===== src/rtl/vbr_pkg.sv =====
package vbr_pkg;

  typedef struct packed {
    logic link_req;
    logic link_gated;
    logic cut_on_pass;
    logic keep_elem;
    logic vl_cut_mode;
    logic cnt_only_mode;
  } vbr_mode_t;

  typedef enum logic [1:0] {
    LINK_NEVER   = 2'b00,
    LINK_ON_FAIL = 2'b01,
    LINK_ALWAYS  = 2'b10,
    LINK_ON_PASS = 2'b11
  } vbr_link_pol_e;

endpackage


===== src/rtl/vbr_rst_sync.sv =====
module vbr_rst_sync #(
  parameter int STAGES = 2
) (
  input  logic clk,
  input  logic rst_n,
  output logic rst_q_n
);
  logic [STAGES-1:0] sync_q;
  logic [STAGES-1:0] sync_d;

  always_comb begin
    sync_d = {sync_q[STAGES-2:0], 1'b1};
  end

  always_ff @(posedge clk or negedge rst_n) begin
    if (!rst_n) sync_q <= '0;
    else        sync_q <= sync_d;
  end

  assign rst_q_n = sync_q[STAGES-1];
endmodule


===== src/rtl/vbr_link_decide.sv =====
module vbr_link_decide
  import vbr_pkg::*;
(
  input  logic      active,
  input  logic      cond_pass,
  input  vbr_mode_t mode,
  output logic      link_fire
);
  vbr_link_pol_e pol;

  always_comb begin
    pol = vbr_link_pol_e'({mode.link_req, mode.link_gated});
    unique case (pol)
      LINK_ALWAYS:  link_fire = 1'b1;
      LINK_ON_PASS: link_fire = cond_pass;
      LINK_ON_FAIL: link_fire = ~cond_pass;
      default:      link_fire = 1'b0;
    endcase
    link_fire = link_fire & active & ~mode.cnt_only_mode;
  end
endmodule


===== src/rtl/vbr_vl_trunc.sv =====
module vbr_vl_trunc
  import vbr_pkg::*;
#(
  parameter int VL_W = 7
) (
  input  logic            active,
  input  logic            cond_pass,
  input  vbr_mode_t       mode,
  input  logic [VL_W-1:0] elem_idx,
  input  logic [VL_W-1:0] cur_vl,
  input  logic [VL_W-1:0] max_vl,
  output logic            vl_fire,
  output logic [VL_W-1:0] vl_new
);
  localparam int WIDE_W = VL_W + 1;

  logic [WIDE_W-1:0] cand;
  logic [WIDE_W-1:0] eff_vl;
  logic              trigger;

  always_comb begin
    cand    = {1'b0, elem_idx} + {{VL_W{1'b0}}, mode.keep_elem};
    eff_vl  = (cur_vl < max_vl) ? {1'b0, cur_vl} : {1'b0, max_vl};
    trigger = active & mode.vl_cut_mode & ~mode.cnt_only_mode
              & (cond_pass == mode.cut_on_pass);
    vl_fire = trigger & (cand < eff_vl);
    vl_new  = cand[VL_W-1:0];
  end
endmodule


===== src/rtl/vbr_cnt_step.sv =====
module vbr_cnt_step
  import vbr_pkg::*;
#(
  parameter int CNT_W = 64
) (
  input  logic             active,
  input  vbr_mode_t        mode,
  input  logic [CNT_W-1:0] cur_cnt,
  output logic             cnt_fire,
  output logic [CNT_W-1:0] cnt_new
);
  always_comb begin
    cnt_fire = active & mode.cnt_only_mode;
    cnt_new  = cur_cnt - {{(CNT_W-1){1'b0}}, 1'b1};
  end
endmodule


===== src/rtl/vbr_side_effect_unit.sv =====
module vbr_side_effect_unit
  import vbr_pkg::*;
#(
  parameter int ADDR_W = 64,
  parameter int VL_MAX = 64,
  parameter int CNT_W  = 64,
  parameter int VL_W   = $clog2(VL_MAX + 1)
) (
  input  logic              clk,
  input  logic              rst_n,
  input  logic              in_vld,
  input  logic              cond_pass,
  input  logic              elem_on,
  input  logic [VL_W-1:0]   elem_idx,
  input  logic [VL_W-1:0]   cur_vl,
  input  logic [VL_W-1:0]   max_vl,
  input  logic              link_req,
  input  logic              link_gated,
  input  logic              cut_on_pass,
  input  logic              keep_elem,
  input  logic              vl_cut_mode,
  input  logic              cnt_only_mode,
  input  logic [ADDR_W-1:0] ret_addr,
  input  logic [CNT_W-1:0]  cur_cnt,
  output logic              out_vld,
  output logic              link_we,
  output logic [ADDR_W-1:0] link_wdata,
  output logic              vl_we,
  output logic [VL_W-1:0]   vl_wdata,
  output logic              cnt_we,
  output logic [CNT_W-1:0]  cnt_wdata,
  output logic              redir_en
);
  vbr_mode_t         mode;
  logic              rst_q_n;
  logic              active;
  logic              link_fire;
  logic              vl_fire;
  logic [VL_W-1:0]   vl_new;
  logic              cnt_fire;
  logic [CNT_W-1:0]  cnt_new;

  logic              vld_d, link_we_d, vl_we_d, cnt_we_d, redir_d;
  logic [ADDR_W-1:0] link_data_d;
  logic [VL_W-1:0]   vl_data_d;
  logic [CNT_W-1:0]  cnt_data_d;
  logic              reg_en;

  vbr_rst_sync #(.STAGES(2)) u_rst_sync (
    .clk(clk), .rst_n(rst_n), .rst_q_n(rst_q_n)
  );

  always_comb begin
    mode.link_req      = link_req;
    mode.link_gated    = link_gated;
    mode.cut_on_pass   = cut_on_pass;
    mode.keep_elem     = keep_elem;
    mode.vl_cut_mode   = vl_cut_mode;
    mode.cnt_only_mode = cnt_only_mode;
    active             = in_vld & elem_on;
  end

  vbr_link_decide u_link (
    .active(active), .cond_pass(cond_pass), .mode(mode), .link_fire(link_fire)
  );

  vbr_vl_trunc #(.VL_W(VL_W)) u_trunc (
    .active(active), .cond_pass(cond_pass), .mode(mode),
    .elem_idx(elem_idx), .cur_vl(cur_vl), .max_vl(max_vl),
    .vl_fire(vl_fire), .vl_new(vl_new)
  );

  vbr_cnt_step #(.CNT_W(CNT_W)) u_cnt (
    .active(active), .mode(mode), .cur_cnt(cur_cnt),
    .cnt_fire(cnt_fire), .cnt_new(cnt_new)
  );

  // next-state
  always_comb begin
    vld_d       = in_vld;
    link_we_d   = link_fire;
    link_data_d = link_fire ? ret_addr : '0;
    vl_we_d     = vl_fire;
    vl_data_d   = vl_fire ? vl_new : '0;
    cnt_we_d    = cnt_fire;
    cnt_data_d  = cnt_fire ? cnt_new : '0;
    redir_d     = active & ~cnt_only_mode & cond_pass;
    reg_en      = in_vld | out_vld;
  end

  // registers
  always_ff @(posedge clk or negedge rst_q_n) begin
    if (!rst_q_n) begin
      out_vld    <= 1'b0;
      link_we    <= 1'b0;
      link_wdata <= '0;
      vl_we      <= 1'b0;
      vl_wdata   <= '0;
      cnt_we     <= 1'b0;
      cnt_wdata  <= '0;
      redir_en   <= 1'b0;
    end else if (reg_en) begin
      out_vld    <= vld_d;
      link_we    <= link_we_d;
      link_wdata <= link_data_d;
      vl_we      <= vl_we_d;
      vl_wdata   <= vl_data_d;
      cnt_we     <= cnt_we_d;
      cnt_wdata  <= cnt_data_d;
      redir_en   <= redir_d;
    end
  end
endmodule


===== config.mk =====
export PLATFORM = sky130hd
export DESIGN_NAME = vbr_side_effect_unit
export DESIGN_NICKNAME = d
export VERILOG_FILES = /design/src/rtl/vbr_pkg.sv /design/src/rtl/vbr_rst_sync.sv /design/src/rtl/vbr_link_decide.sv /design/src/rtl/vbr_vl_trunc.sv /design/src/rtl/vbr_cnt_step.sv /design/src/rtl/vbr_side_effect_unit.sv
export SDC_FILE = /design/constraint.sdc
export NUM_CORES = 1
export LEC_CHECK = 0
export ABC_AREA = 1
export BUFFER_PORTS_ARGS = -buffer_cell sky130_fd_sc_hd__buf_2
export CORE_MARGIN = 1
export CORE_UTILIZATION = 55
export CTS_BUF_LIST = sky130_fd_sc_hd__clkbuf_4 sky130_fd_sc_hd__clkbuf_8
export DETAILED_ROUTE_END_ITERATION = 6
export GPL_ROUTABILITY_DRIVEN = 0
export HOLD_SLACK_MARGIN = 0.06
export PLACE_DENSITY_LB_ADDON = 0.1
export SLEW_MARGIN = 20
export SYNTH_ARGS = -nofsm -noshare
export SYNTH_HDL_FRONTEND = slang
export SYNTH_SLANG_ARGS = --single-unit

===== constraint.sdc =====
create_clock -name clk -period 13.8 [get_ports clk]
set_clock_uncertainty 0.15 [all_clocks]
set_input_delay 0.69 -clock clk [delete_from_list [all_inputs] [get_ports clk]]
set_output_delay 0.69 -clock clk [all_outputs]
set_load 0.01 [all_outputs]

==> results.txt <==
Clock-pin slew on the worst setup and hold paths = 0.08 ns
Library cells used by synthesis = 38
Vias/cell = 5.47
Chip width = 120 um
Worst path depth = 13
Final Hold Viols = 0
Worst setup path endpoint = vl_wdata[5]$_DFFE_PN0P_
Outcome = complete, no violations
Max Slew Vio Count = 0
Row Count = 42
Largest fanout on the critical path = 13
Average size of a mapped cell = 8.25 um^2
Cells after DPL = 1378
Total gr overflow = 0
DR DRC count = 0
Slew margin rel. = 31.2%
CP Capture Type = flop
I/O pins = 300
H-tree levels = 4
Initial antenna violation count = 1
Worst-margin pin slew = 1.03 ns
Hold_sp = u_rst_sync.sync_q[0]$_DFF_PN0_
Nets = 1397
Final cycle utilization of the critical path = 18.8%
Initial Util = 57.3%
Max Clock Freq = 385 MHz
Register area share after synthesis = 46.1%
Pin count of the biggest net entering global routing = 82
Vias in the first global route = 7167
Die Height = 120 um
CP delay by family, top = compound AO/OA/AOI/OAI gates
I/O Buffers = 299
Pre-CTS setup slack = 10.74 ns
Global Route Usage Sum = 31.9%
Most used cell, CP = nand2_1
Most common library cells after synthesis = nand2_1 (199), dfrtp_1 (142), nor2_1 (125)
Peak supply drop = 0.0655 mV
FF-to-FF Start = out_vld$_DFFE_PN0P_
HPWL after detailed placement = 17200 um
EDFF count, synth = 0
CTS Buf Count = 17
Synth area leader = dfrtp_1
CP Buf/Inv Count = 3
WP data required = 14.05 ns
CP Class = input pin to flop
Crit path cell chain = buf_2 > ha_1 > nand2_1 > inv_1 > a21oi_1 > nand2_1 > o21ai_0 > ha_1 > a21oi_1 > o211ai_1 > inv_1 > nand4_1 > nand2_1
DRT Wirelength = 22700 um
Yosys warns = 0
WL per Instance = 16.1 um
Fin crit period = 2.60 ns
Slowest cell on crit path = ha_1
Post-Syn Instances = 934
Setup violations, final = 0
TritonCTS clock tree = built
Setup TNS = 0 ns
Reg2Reg Depth = 4
CTS root buf = clkbuf_8
CTS Buffer Depth = 2
Synth top area share = 46.1%
Largest stage delay, worst path = 0.30 ns
Final worst setup slack = 11.20 ns
First-pass GRT wire length = 35900 um
DR pass1 iterations = 5
Setup bufs post-CTS = 0
Synth Net Count = 1109
Lkg Pwr = 5.30 nW
Max-cap violations = 0
Leading post-synthesis cells by cell area = dfrtp_1 (46%), a32o_1 (9.9%), nand2_1 (9.7%)
WHS = 0.205 ns
Non-filler cells, final = 1413
Area Overhead vs Synth = 26.9%
CP startpoint kind = input pin
Dpl cell area = 0.00936 mm^2
Routed vias = 7736
PwrDens = 93.2 mW/mm^2
Synth async-reset ratio = 100%
Post-detailed-route count of antenna-violating nets = 0
Layout cell share with drive strength beyond 1 = 31.1%
R2R Path End = cnt_wdata[15]$_DFFE_PN0P_
Synth Flop Type = dfrtp_1
Design Area, Final = 0.00978 mm^2
Clock sinks = 142
Internal reg-to-reg setup slack = 11.48 ns
Clock latency on the worst-skew pair = 0.46 ns
Most common cell in the netlist = nand2_1
CP startpoint = cur_vl[6]
Full die area = 0.0145 mm^2
#FFs+latches synth = 142
RSZ-0062 raised after global routing = no
DR iter-0 viols = 646
Core area = 0.0135 mm^2
Arr. time, crit path = 2.85 ns
Hold/Removal Path Class = flop to flop
Mapped Area = 0.00771 mm^2
[sequential cells by signal, summed over array words and instances, names as in the netlist]
signal	count
link_we	1
out_vld	1
redir_en	1
cnt_wdata	64
u_rst_sync.sync_q	2
vl_wdata	7
link_wdata	64
vl_we	1
cnt_we	1
[stage by stage]
| stage | utilization [%] | total power (W) |
|---|---|---|
| floorplan | - | 0.000519 |
| global placement | 69.6 | 0.000580 |
| detailed placement | 69.6 | 0.000582 |
| CTS | 72.6 | 0.000917 |
| global route | 72.7 | 0.000951 |
| finish | 72.7 | 0.000912 |
[report_power, final]
group	internal, W	total (W)	switching, W
Sequential	0.000429	0.000440	0.0000107
Combinational	0.0000517	0.000135	0.0000836
Clock	0.000173	0.000337	0.000163
[worst min path at each step]
stage | cells after the start | endpoint | slack [ns]
floorplan | 0 | u_rst_sync.sync_q[1]$_DFF_PN0_ | 0.18
global placement | 0 | u_rst_sync.sync_q[1]$_DFF_PN0_ | 0.19
detailed placement | 0 | u_rst_sync.sync_q[1]$_DFF_PN0_ | 0.19
CTS | 0 | u_rst_sync.sync_q[1]$_DFF_PN0_ | 0.21
global route | 0 | u_rst_sync.sync_q[1]$_DFF_PN0_ | 0.21
finish | 0 | u_rst_sync.sync_q[1]$_DFF_PN0_ | 0.20
[timing repair]
item                                   in CTS  in global routing
endpoints found under the hold margin       2                  0
hold buffers                                1                  0
gates resized for setup                     0                  0
[cell type report]
class                   count  area, um^2
multi-input cells         634        3580
repair buffers            306        1560
flip-flops and latches    142        3560
inverters                 121         457
fillers                  1120        3670
well taps                 176         220
diodes                      2        5.00
clock inverters            12         134
clock buffers              20         269
[per-layer routing]
metal	GRT usage [%]	part of all wire [%]	wire length (um)
met1	41.8	42	9610
met2	51.5	47	10600
met3	7.17	7.8	1780
met4	12.2	3.1	695
met5	0	0	0
[logic make-up after synthesis]
kind of cell    after synthesis  share of synthesized area (%)
simple gates                447                           26.2
buf+inv                     158                           7.74
compound gates              149                           15.0
flops                       142                           46.1
xor+xnor                     22                           2.50
fa+ha+maj                    15                           2.43
other cells                   1                         0.0486
[cell usage in the layout, fill, tap and decap left out, drive strengths merged, types with 3 or more instances in the layout]
cell	netlist	layout
nor3	12	12
a32o	76	76
a21oi	18	18
clkbuf	27	20
xnor2	6	6
dfrtp	142	142
o31ai	3	3
or2	15	15
clkinv	0	5
ha	15	15
inv	121	124
xor2	16	16
o21ai	44	44
nand2	207	207
nor2	140	140
nand4	23	23
nand3	38	38
nor4	5	5
o21bai	3	3
buf	10	305
a22o	3	3
(Power assumes the default switching activity.)
